$ cat src/rtl/spwm_pkg.sv
package spwm_pkg;
  typedef enum logic [1:0] {
    ARR_PD   = 2'd0,
    ARR_POD  = 2'd1,
    ARR_APOD = 2'd2,
    ARR_RSV  = 2'd3
  } carrier_arr_e;
endpackage

$ cat src/rtl/spwm_ref_gen.sv
// Phase accumulator followed by a parabolic sine shaper and an index scaler.
module spwm_ref_gen #(
  parameter int PH_W  = 16,
  parameter int SH_W  = 10,
  parameter int MA_W  = 8,
  parameter int REF_W = 9,
  parameter int HALF  = 128
) (
  input  logic             clk,
  input  logic             rst_n,
  input  logic [PH_W-1:0]  step_i,
  input  logic [MA_W-1:0]  ma_i,
  output logic [REF_W-1:0] ref_o
);
  localparam int HP    = 2 ** (SH_W - 1);
  localparam int SHIFT = 2 * SH_W - 12;

  logic [PH_W-1:0]  phase_q;
  logic [SH_W-1:0]  top_bits;
  logic             neg;
  logic [SH_W-2:0]  x;
  logic [31:0]      hump;
  logic [31:0]      dev;
  logic [REF_W-1:0] ref_q;

  assign top_bits = phase_q[PH_W-1 -: SH_W];
  assign neg      = top_bits[SH_W-1];
  assign x        = top_bits[SH_W-2:0];

  always_comb begin
    hump = (32'(x) * (32'(HP) - 32'(x))) >> SHIFT;
    dev  = (hump * 32'(ma_i) * 32'(HALF)) >> (MA_W + 8);
  end

  always_ff @(posedge clk or negedge rst_n) begin
    if (!rst_n) begin
      phase_q <= '0;
      ref_q   <= REF_W'(HALF);
    end else begin
      phase_q <= phase_q + step_i;
      ref_q   <= neg ? REF_W'(32'(HALF) - dev) : REF_W'(32'(HALF) + dev);
    end
  end

  assign ref_o = ref_q;
endmodule

$ cat src/rtl/spwm_carrier_tb.sv
// Shared triangular ramp with prescaler; the mode is latched at the valley.
module spwm_carrier_tb import spwm_pkg::*; #(
  parameter int CW    = 6,
  parameter int DIV_W = 8
) (
  input  logic             clk,
  input  logic             rst_n,
  input  logic [DIV_W-1:0] div_i,
  input  logic [1:0]       mode_i,
  output logic [CW-1:0]    ramp_o,
  output carrier_arr_e     mode_o
);
  localparam logic [CW-1:0] TOP = '1;

  logic [DIV_W-1:0] div_q;
  logic [CW-1:0]    ramp_q;
  logic             up_q;
  carrier_arr_e     mode_q;
  logic             tick;

  assign tick = (div_q == div_i);

  always_ff @(posedge clk or negedge rst_n) begin
    if (!rst_n) begin
      div_q  <= '0;
      ramp_q <= '0;
      up_q   <= 1'b1;
      mode_q <= ARR_PD;
    end else begin
      div_q <= tick ? '0 : div_q + 1'b1;
      if (tick) begin
        if (ramp_q == '0) mode_q <= carrier_arr_e'(mode_i);
        if (up_q) begin
          if (ramp_q == TOP) begin
            up_q   <= 1'b0;
            ramp_q <= TOP - 1'b1;
          end else begin
            ramp_q <= ramp_q + 1'b1;
          end
        end else begin
          if (ramp_q == '0) begin
            up_q   <= 1'b1;
            ramp_q <= CW'(1);
          end else begin
            ramp_q <= ramp_q - 1'b1;
          end
        end
      end
    end
  end

  assign ramp_o = ramp_q;
  assign mode_o = mode_q;
endmodule

$ cat src/rtl/spwm_level_cmp.sv
// One comparator per carrier band; the count of bands below the reference is registered.
module spwm_level_cmp import spwm_pkg::*; #(
  parameter int N     = 4,
  parameter int CW    = 6,
  parameter int REF_W = 9,
  parameter int LVL_W = 3
) (
  input  logic             clk,
  input  logic             rst_n,
  input  logic [CW-1:0]    ramp_i,
  input  carrier_arr_e     mode_i,
  input  logic [REF_W-1:0] ref_i,
  output logic [LVL_W-1:0] level_o
);
  localparam int BAND = 2 ** CW;
  localparam logic [CW-1:0] TOP = '1;

  logic [N-1:0]     below;
  logic [LVL_W-1:0] cnt;
  logic [LVL_W-1:0] lvl_q;

  for (genvar k = 0; k < N; k++) begin : g_band
    logic             flip;
    logic [CW-1:0]    c;
    logic [REF_W-1:0] val;
    always_comb begin
      case (mode_i)
        ARR_POD:  flip = (k < N / 2);
        ARR_APOD: flip = ((k % 2) == 0);
        default:  flip = 1'b0;
      endcase
    end
    assign c        = flip ? (TOP - ramp_i) : ramp_i;
    assign val      = REF_W'(k * BAND) + REF_W'(c);
    assign below[k] = (val < ref_i);
  end

  always_comb begin
    cnt = '0;
    for (int i = 0; i < N; i++) cnt = cnt + LVL_W'(below[i]);
  end

  always_ff @(posedge clk or negedge rst_n) begin
    if (!rst_n) lvl_q <= '0;
    else        lvl_q <= cnt;
  end

  assign level_o = lvl_q;
endmodule

$ cat src/rtl/spwm_gate_dec.sv
// Level to sliding switch window: upper switch j on when level + j > N.
module spwm_gate_dec #(
  parameter int N     = 4,
  parameter int LVL_W = 3
) (
  input  logic [LVL_W-1:0] level_i,
  output logic [2*N-1:0]   gate_o
);
  logic [N-1:0] upper;

  for (genvar j = 1; j <= N; j++) begin : g_sw
    assign upper[j-1] = (int'(level_i) + j > N);
  end

  assign gate_o = {~upper, upper};
endmodule

$ cat src/rtl/spwm_modulator.sv
module spwm_modulator import spwm_pkg::*; #(
  parameter int LEVELS = 5,
  parameter int PH_W   = 16,
  parameter int SH_W   = 10,
  parameter int MA_W   = 8,
  parameter int CW     = 6,
  parameter int DIV_W  = 8
) (
  input  logic                          clk,
  input  logic                          rst_n,
  input  logic [1:0]                    mode_i,
  input  logic [MA_W-1:0]               mod_idx_i,
  input  logic [PH_W-1:0]               step_i,
  input  logic [DIV_W-1:0]              car_div_i,
  output logic [2*(LEVELS-1)-1:0]       gate_o,
  output logic [$clog2(LEVELS)-1:0]     level_o
);
  localparam int N     = LEVELS - 1;
  localparam int BAND  = 2 ** CW;
  localparam int RANGE = N * BAND;
  localparam int HALF  = RANGE / 2;
  localparam int REF_W = $clog2(RANGE + 1);
  localparam int LVL_W = $clog2(LEVELS);

  logic [REF_W-1:0] ref_w;
  logic [CW-1:0]    ramp_w;
  carrier_arr_e     mode_w;

  spwm_ref_gen #(
    .PH_W(PH_W), .SH_W(SH_W), .MA_W(MA_W), .REF_W(REF_W), .HALF(HALF)
  ) u_ref (
    .clk(clk), .rst_n(rst_n), .step_i(step_i), .ma_i(mod_idx_i), .ref_o(ref_w)
  );

  spwm_carrier_tb #(.CW(CW), .DIV_W(DIV_W)) u_car (
    .clk(clk), .rst_n(rst_n), .div_i(car_div_i), .mode_i(mode_i),
    .ramp_o(ramp_w), .mode_o(mode_w)
  );

  spwm_level_cmp #(.N(N), .CW(CW), .REF_W(REF_W), .LVL_W(LVL_W)) u_cmp (
    .clk(clk), .rst_n(rst_n), .ramp_i(ramp_w), .mode_i(mode_w),
    .ref_i(ref_w), .level_o(level_o)
  );

  spwm_gate_dec #(.N(N), .LVL_W(LVL_W)) u_dec (
    .level_i(level_o), .gate_o(gate_o)
  );
endmodule

$ cat config.mk
export PLATFORM = sky130hd
export DESIGN_NAME = spwm_modulator
export DESIGN_NICKNAME = d
export VERILOG_FILES = /design/src/rtl/spwm_pkg.sv /design/src/rtl/spwm_ref_gen.sv /design/src/rtl/spwm_carrier_tb.sv /design/src/rtl/spwm_level_cmp.sv /design/src/rtl/spwm_gate_dec.sv /design/src/rtl/spwm_modulator.sv
export SDC_FILE = /design/constraint.sdc
export NUM_CORES = 1
export LEC_CHECK = 0
export BUFFER_PORTS_ARGS = -buffer_cell sky130_fd_sc_hd__buf_4
export CORE_MARGIN = 2
export CORE_UTILIZATION = 66
export DETAILED_ROUTE_END_ITERATION = 16
export GPL_TIMING_DRIVEN = 0
export PLACE_DENSITY = 0.85
export SYNTH_ARGS = -nofsm -noshare
export SYNTH_HDL_FRONTEND = slang
export SYNTH_SLANG_ARGS = --single-unit
$ cat constraint.sdc
create_clock -name clk -period 28.4 [get_ports clk]
set_input_delay 2.84 -clock clk [delete_from_list [all_inputs] [get_ports clk]]
set_output_delay 2.84 -clock clk [all_outputs]
set_load 0.05 [all_outputs]
# Yosys cells after proc, flatten, opt, wreduce, memory -nomap -nowiden
# Index checks and enable logic that the tools add are counted.
classes:
  n_reduce_logical: 3
  addsub: 18
  n_lt_le_gt_ge: 8
  bitwise: 1
  n_mux: 14
  n_eq_ne: 4
  n_mul: 2
op_table:
  columns: ["operator", "n"]
  rows:
  - ["$gt A32 B4 Y1 const B", 4]
  - ["$mux W6", 6]
  - ["$mul A9 B32 Y32", 1]
  - ["$lt A9 B9 Y1", 3]
  - ["$mul A24 B8 Y18", 1]
  - ["$add A8 B6 Y9 const A", 2]
  - ["$add A16 B16 Y16", 1]
  - ["$sub A10 B9 Y11 const A", 1]
  - ["$add A8 B9 Y9 const A", 1]
  - ["$lt A6 B9 Y1", 1]
  - ["$mux W9", 1]
  - ["$sub A8 B9 Y9 const A", 1]
  - ["$add A3 B2 Y4 const B", 2]
  - ["$add A7 B6 Y8 const A", 1]
  - ["$add A8 B1 Y8 const B", 1]
  - ["$eq A8 B8 Y1", 1]
  - ["$mux W8", 1]
  - ["$add A3 B1 Y3", 2]
  - ["$add A6 B1 Y6 const B", 1]
  - ["$eq A6 B6 Y1 const B", 1]
  - ["$logic_not A6 Y1", 1]
  - ["$mux W1", 6]
  - ["$sub A6 B1 Y6 const B", 1]
  - ["$sub A6 B6 Y6 const A", 1]
  - ["other kinds (8)", 8]
totals:
  inputBits: 36
  word_cells: 57
  register_bits: 45
  out_inout_bits: 11

# Logic depth before layout (Yosys ltp)
logic_depth:
  word_depth: 8
  mapped_depth: 44

# Hierarchy
# A second synthesis with hierarchy kept.
unflattened:
  hier_cells: 1083
  hier_area_um2: 9943.3
by_module_without_submodules:
  columns: ["module", "area_each_um2", "cells_each", "n_inst"]
  rows:
  - ["spwm_ref_gen", 7881.3, 858, 1]
  - ["spwm_carrier_tb", 1098.6, 111, 1]
  - ["spwm_level_cmp", 833.3, 93, 1]
  - ["spwm_gate_dec", 130.1, 21, 1]

# Worst setup path after synthesis
# OpenSTA, ideal clock, no wires.
synth_path:
  path_kind: "reg-to-reg"
  from: "register u_ref.phase_q[6]"
  to: "register u_ref.ref_q[8], in the netlist u_ref.ref_o[8]"
  slack_ns: 17.697
  n_path_buf: 1
  setup_time_ns: 0.128
  arrival_time_ns: 10.575
  path_stages_with_launch: 44
  cell_sequence: "dfrtp_1 clkbuf_1 inv_1 ha_1 nor3b_1 nor3b_1 nor3b_1 ha_1 nand2b_1 fa_1 inv_1 fa_1 fa_1 inv_1 fa_1 inv_1 ha_1 a21o_1 (+8 left out) fa_1 fa_1 inv_1 fa_1 inv_1 fa_1 inv_1 ha_1 or4_1 o21ba_4 o21ai_0 o31a_2 inv_1 ha_1 and3_1 a2111oi_0 nor3_1 xor2_1"
synth_via:
  elab_chain_len: 5
  elab_cells_between_ends: 6
  classes_between: "add/sub (3); mul (2); mux (1)"
synth_lines:
  columns: ["item", "line_no", "source"]
  rows:
  - ["start: declaration", "spwm_ref_gen.sv:18", "logic [PH_W-1:0] phase_q;"]
  - ["start signal: assignment", "spwm_ref_gen.sv:40", "phase_q <= phase_q + step_i;"]
  - ["$sub A10 B9 Y11", "spwm_ref_gen.sv:31", "hump = (32'(x) * (32'(HP) - 32'(x))) >> SHIFT;"]
  - ["$mul A9 B32 Y32 *", "spwm_ref_gen.sv:31", null]
  - ["$mul A24 B8 Y18 *", "spwm_ref_gen.sv:32", "dev = (hump * 32'(ma_i) * 32'(HALF)) >> (MA_W + 8);"]
  - ["via u_ref.dev[0]", "spwm_ref_gen.sv:23", "logic [31:0] dev;"]
  - ["$add A8 B9 Y9 / $sub A8 B9 Y9 (equally long branches)", "spwm_ref_gen.sv:41", "ref_q <= neg ? REF_W'(32'(HALF) - dev) : REF_W'(32'(HALF) + dev);"]
  - ["$mux W9 *", "spwm_ref_gen.sv:41", null]
  - ["end signal: assignment", "spwm_ref_gen.sv:38", "ref_q <= REF_W'(HALF);"]
  - ["end signal: assignment", "spwm_ref_gen.sv:41", null]
  - ["end: declaration", "spwm_ref_gen.sv:24", "logic [REF_W-1:0] ref_q;"]
# Mark *: on every way through the listed nets, which the timed path passes. The rest lies on a longest branch.
# A chain may end at the register's enable or synchronous reset.

# Worst setup path after layout
layout_path:
  from: "register u_ref.phase_q[6]"
  to: "register u_ref.ref_q[8], in the netlist u_ref.ref_o[8]"
layout_via:
  elab_chain_len: 5
  elab_cells_between_ends: 6
  classes_between: "add/sub (3); mul (2); mux (1)"
layout_lines:
  columns: ["item", "line_no"]
  rows:
  - ["$sub A10 B9 Y11", "spwm_ref_gen.sv:31"]
  - ["$mul A9 B32 Y32 *", "spwm_ref_gen.sv:31"]
  - ["$mul A24 B8 Y18 *", "spwm_ref_gen.sv:32"]
  - ["$add A8 B9 Y9 / $sub A8 B9 Y9 (equally long branches)", "spwm_ref_gen.sv:41"]
  - ["$mux W9 *", "spwm_ref_gen.sv:41"]
# Every way passes the cells marked *; elsewhere a longest branch is shown, timed or not.

==> summary.md <==
| Metric | Value |
|---|---|
| Worst setup path class | `reg -> reg` |
| Final routed wirelength across all metal layers | `19460 um` |
| Total number of yosys warnings | `0` |
| Number of cells on the worst reg-to-reg path | `41` |
| Synth async-reset ratio | `100.0%` |
| TritonCTS clock tree | `done` |
| Final max-slew violation count | `0` |
| FF+latch count, synth | `45` |
| Ratio of final minimum period to clock period | `43.35%` |
| # diodes | `0` |
| Die Width | `123 um` |
| Worst path max stage delay | `0.58 ns` |
| Final number of setup-violating endpoints | `0` |
| Worst slack at placement | `16.23 ns` |
| Portion of the post-synthesis area used by sequential elements | `about 12%` |
| Post-CTS setup buffer count | `0` |
| CTS clk-pin slew, worst paths | `0.07 ns` |
| Hold bufs inserted after CTS | `0` |
| Overall routing resource usage | `27.61%` |
| Hold Vio Cnt, Final | `0` |
| Source-to-sink clock delay at the later pin of the worst-skew pair | `~0.29 ns` |
| Final WS setup | `about 16 ns` |
| Number of vias per cell after detailed routing | `roughly 5.7` |
| Buffer cell driving the clock tree root | `clkbuf_16` |
| Maximum number of pins on one net before global-route repair | `46` |
| Headroom to the max-slew limit | `43.20%` |
| Number of distinct library cells after synthesis | `71` |
| 1st-pass router iterations | `7` |
| Initial antenna violation count | `0` |
| Prevailing post-synth register cell | `dfrtp_1` |
| Setup repair after global routing missed its margin | `no` |
| Hold path cells | `1` |
| Most frequent cells in the layout | `180 x inv_1, 122 x ha_1, 120 x fa_1` |
| Number of input and output port buffers inserted | `between 40 and 50` |
| Syn Area/Cell | `between 8 and 9 um2` |
| Crit start category | `flop` |
| Last weighted congestion value of the routability-driven placer | `approximately 0.90` |
| Worst min-delay path class | `reg -> reg` |
| Critical Path Most Common Cell | `fa_1` |
| Crit-path max FO | `10` |
| Data arrival time at the worst-slack endpoint | `about 12 ns` |
| Post-synthesis instance total | `1054` |
| Height of the die | `123 um` |
| Cell taking the most area after synthesis | `fa_1` |
| Cell types with the largest area share after synthesis | `fa_1 26%, ha_1 16%, dfrtp_1 12%` |
| DRT iter0 DRCs | `657` |
| Via count of the first global-routing pass | `between 7000 and 8000` |
| First-pass GRT wire length | `33730 um` |
| Total number of clock tree sinks | `45` |
| Fraction of post-synthesis cell area in the top cell type by area | `25.70%` |
| Effective utilization at floorplan | `67.33%` |
| Area growth from synthesis to layout | `7.885%` |
| Fin nets | `1392` |
| # resized after CTS | `0` |
| Number of placement rows | `43` |
| CTS HTree Levels | `2` |
| Overall die area | `approximately 0.015 mm2` |
| WP data required | `28.55 ns` |
| Number of maximum-capacitance violations | `0` |
| Most frequent standard cell in the layout excluding fill and tap cells | `inv_1` |
| Routed len/inst | `15.03 um` |
| Worst-margin pin slew | `0.8459 ns` |
| Critical Path End Type | `flop` |
| Total grt overflow | `0` |
| Total number of vias | `between 7000 and 8000` |
| Placeable core area | `0.01388 mm2` |
| HPWL after detailed placement | `16080 um` |
| Post-synth design cell area | `0.009346 mm2` |
| Fraction of layout cells with a size suffix above 1 | `6.278%` |
| Residual antenna-violating net count after detailed routing | `0` |
| Fin util | `72.64%` |
| Total DRC errors in the routed layout | `0` |
| Clock buffer count from CTS | `5` |
| Setup total negative slack | `0 ns` |
| Top-level port count | `47` |
| Fmax | `0.08122 GHz` |
| Longest Clk Path Bufs | `2` |
| Worst path slowest cell | `a21oi_1` |
| Number of enable-type register cells in the synthesized netlist | `0` |
| Worst Clk Skew | `~0.006 ns` |
| Run status | `complete, no violations` |
| Period minus WS final | `12.31 ns` |
## routing by layer
layer  vias to the layer above  share of wire (%)  track usage (%)  routed length, um
met5                         -                  0                0                  0
met4                         0                1.6            6.534                308
met3                        33                5.1            2.721                986
met2                       222                 50            47.58               9658
met1                      3583                 44            37.79               8504
li1                       3489                  -                -                  -
## final cells by class
class                      count  area [um2]
clock buffer                   6       128.9
fill                        1031        3797
buffer                        33       126.4
tap                          180       225.2
timing repair buffer          45       337.8
clock inverter                 2       15.01
inverter                     180       675.6
multi-input combinational    804        7446
sequential                    45        1129
## through the flow
step	area, um2	hold slack, ns	std cells
after CTS	10080	0.5149	1295
final	10080	0.5041	1295
after global placement	9940	0.4525	1287
after global routing	10080	0.5220	1295
after floorplan	9376	0.4430	1062
after detailed placement	9940	0.5003	1287
## logic make-up (layout without fill, tap and decap cells)
group	count (synthesis)	count (layout)	synth area share, %
compound gates	142	142	10.67
simple gates	340	340	19.83
mux	2	2	0.2142
buf+inv	213	266	8.581
other cells	2	10	0.08035
fa+ha+maj	242	242	42.03
flops	45	45	12.07
xor+xnor	68	68	6.519
## state kept, by name (all words and copies together) (netlist names)
name / count
u_ref.phase_q: 16
u_ref.ref_o: 9
u_car.div_q: 8
u_car.ramp_o: 6
u_cmp.level_o: 3
u_car.mode_o: 2
u_car.up_q: 1
## worst paths after layout
check	slack, ns	endpoint	startpoint
worst min register to register	0.50	u_ref.phase_q[0]	u_ref.phase_q[0]
min in group asynchronous	2.54	u_car.ramp_o[3]	rst_n
worst max register to register	16.09	u_ref.ref_o[8]	u_ref.phase_q[6]
worst min-delay path	0.50	u_ref.phase_q[0]	u_ref.phase_q[0]
worst max-delay path	16.09	u_ref.ref_o[8]	u_ref.phase_q[6]
max in group asynchronous	25.46	u_ref.phase_q[12]	rst_n
## critical path, delay by kind of cell, from the launching register on
kind	cells	cell delay, ns
buf+inv	8	0.77
flops	1	0.52
compound gates	10	3.18
fa+ha+maj	12	5.34
simple gates	10	2.18
xor+xnor	1	0.19
## cells in the mapped netlist, types with 3 or more instances
master and number:
o21a_1 7, o311ai_0 3, a211oi_1 3, a21boi_0 5, ha_1 122, nand4_1 6
a21oi_1 27, o211ai_1 4, or3_1 3, nand2b_1 59, fa_1 120, xor2_1 25
dfrtp_1 43, clkbuf_1 27, nor3_1 15, xnor2_1 42, o21ai_0 38, and3_1 9
buf_1 4, o31ai_1 4, nor2_1 47, a21o_1 8, nand3_1 18, inv_1 180
nor2b_1 24, a2111oi_0 3, o31a_1 3, a31oi_1 3, nor3b_1 5, nand2_1 59
and2_1 84
Power is not shown: default switching activity piles up to over one toggle a cycle in this logic, so the estimate is an artifact.
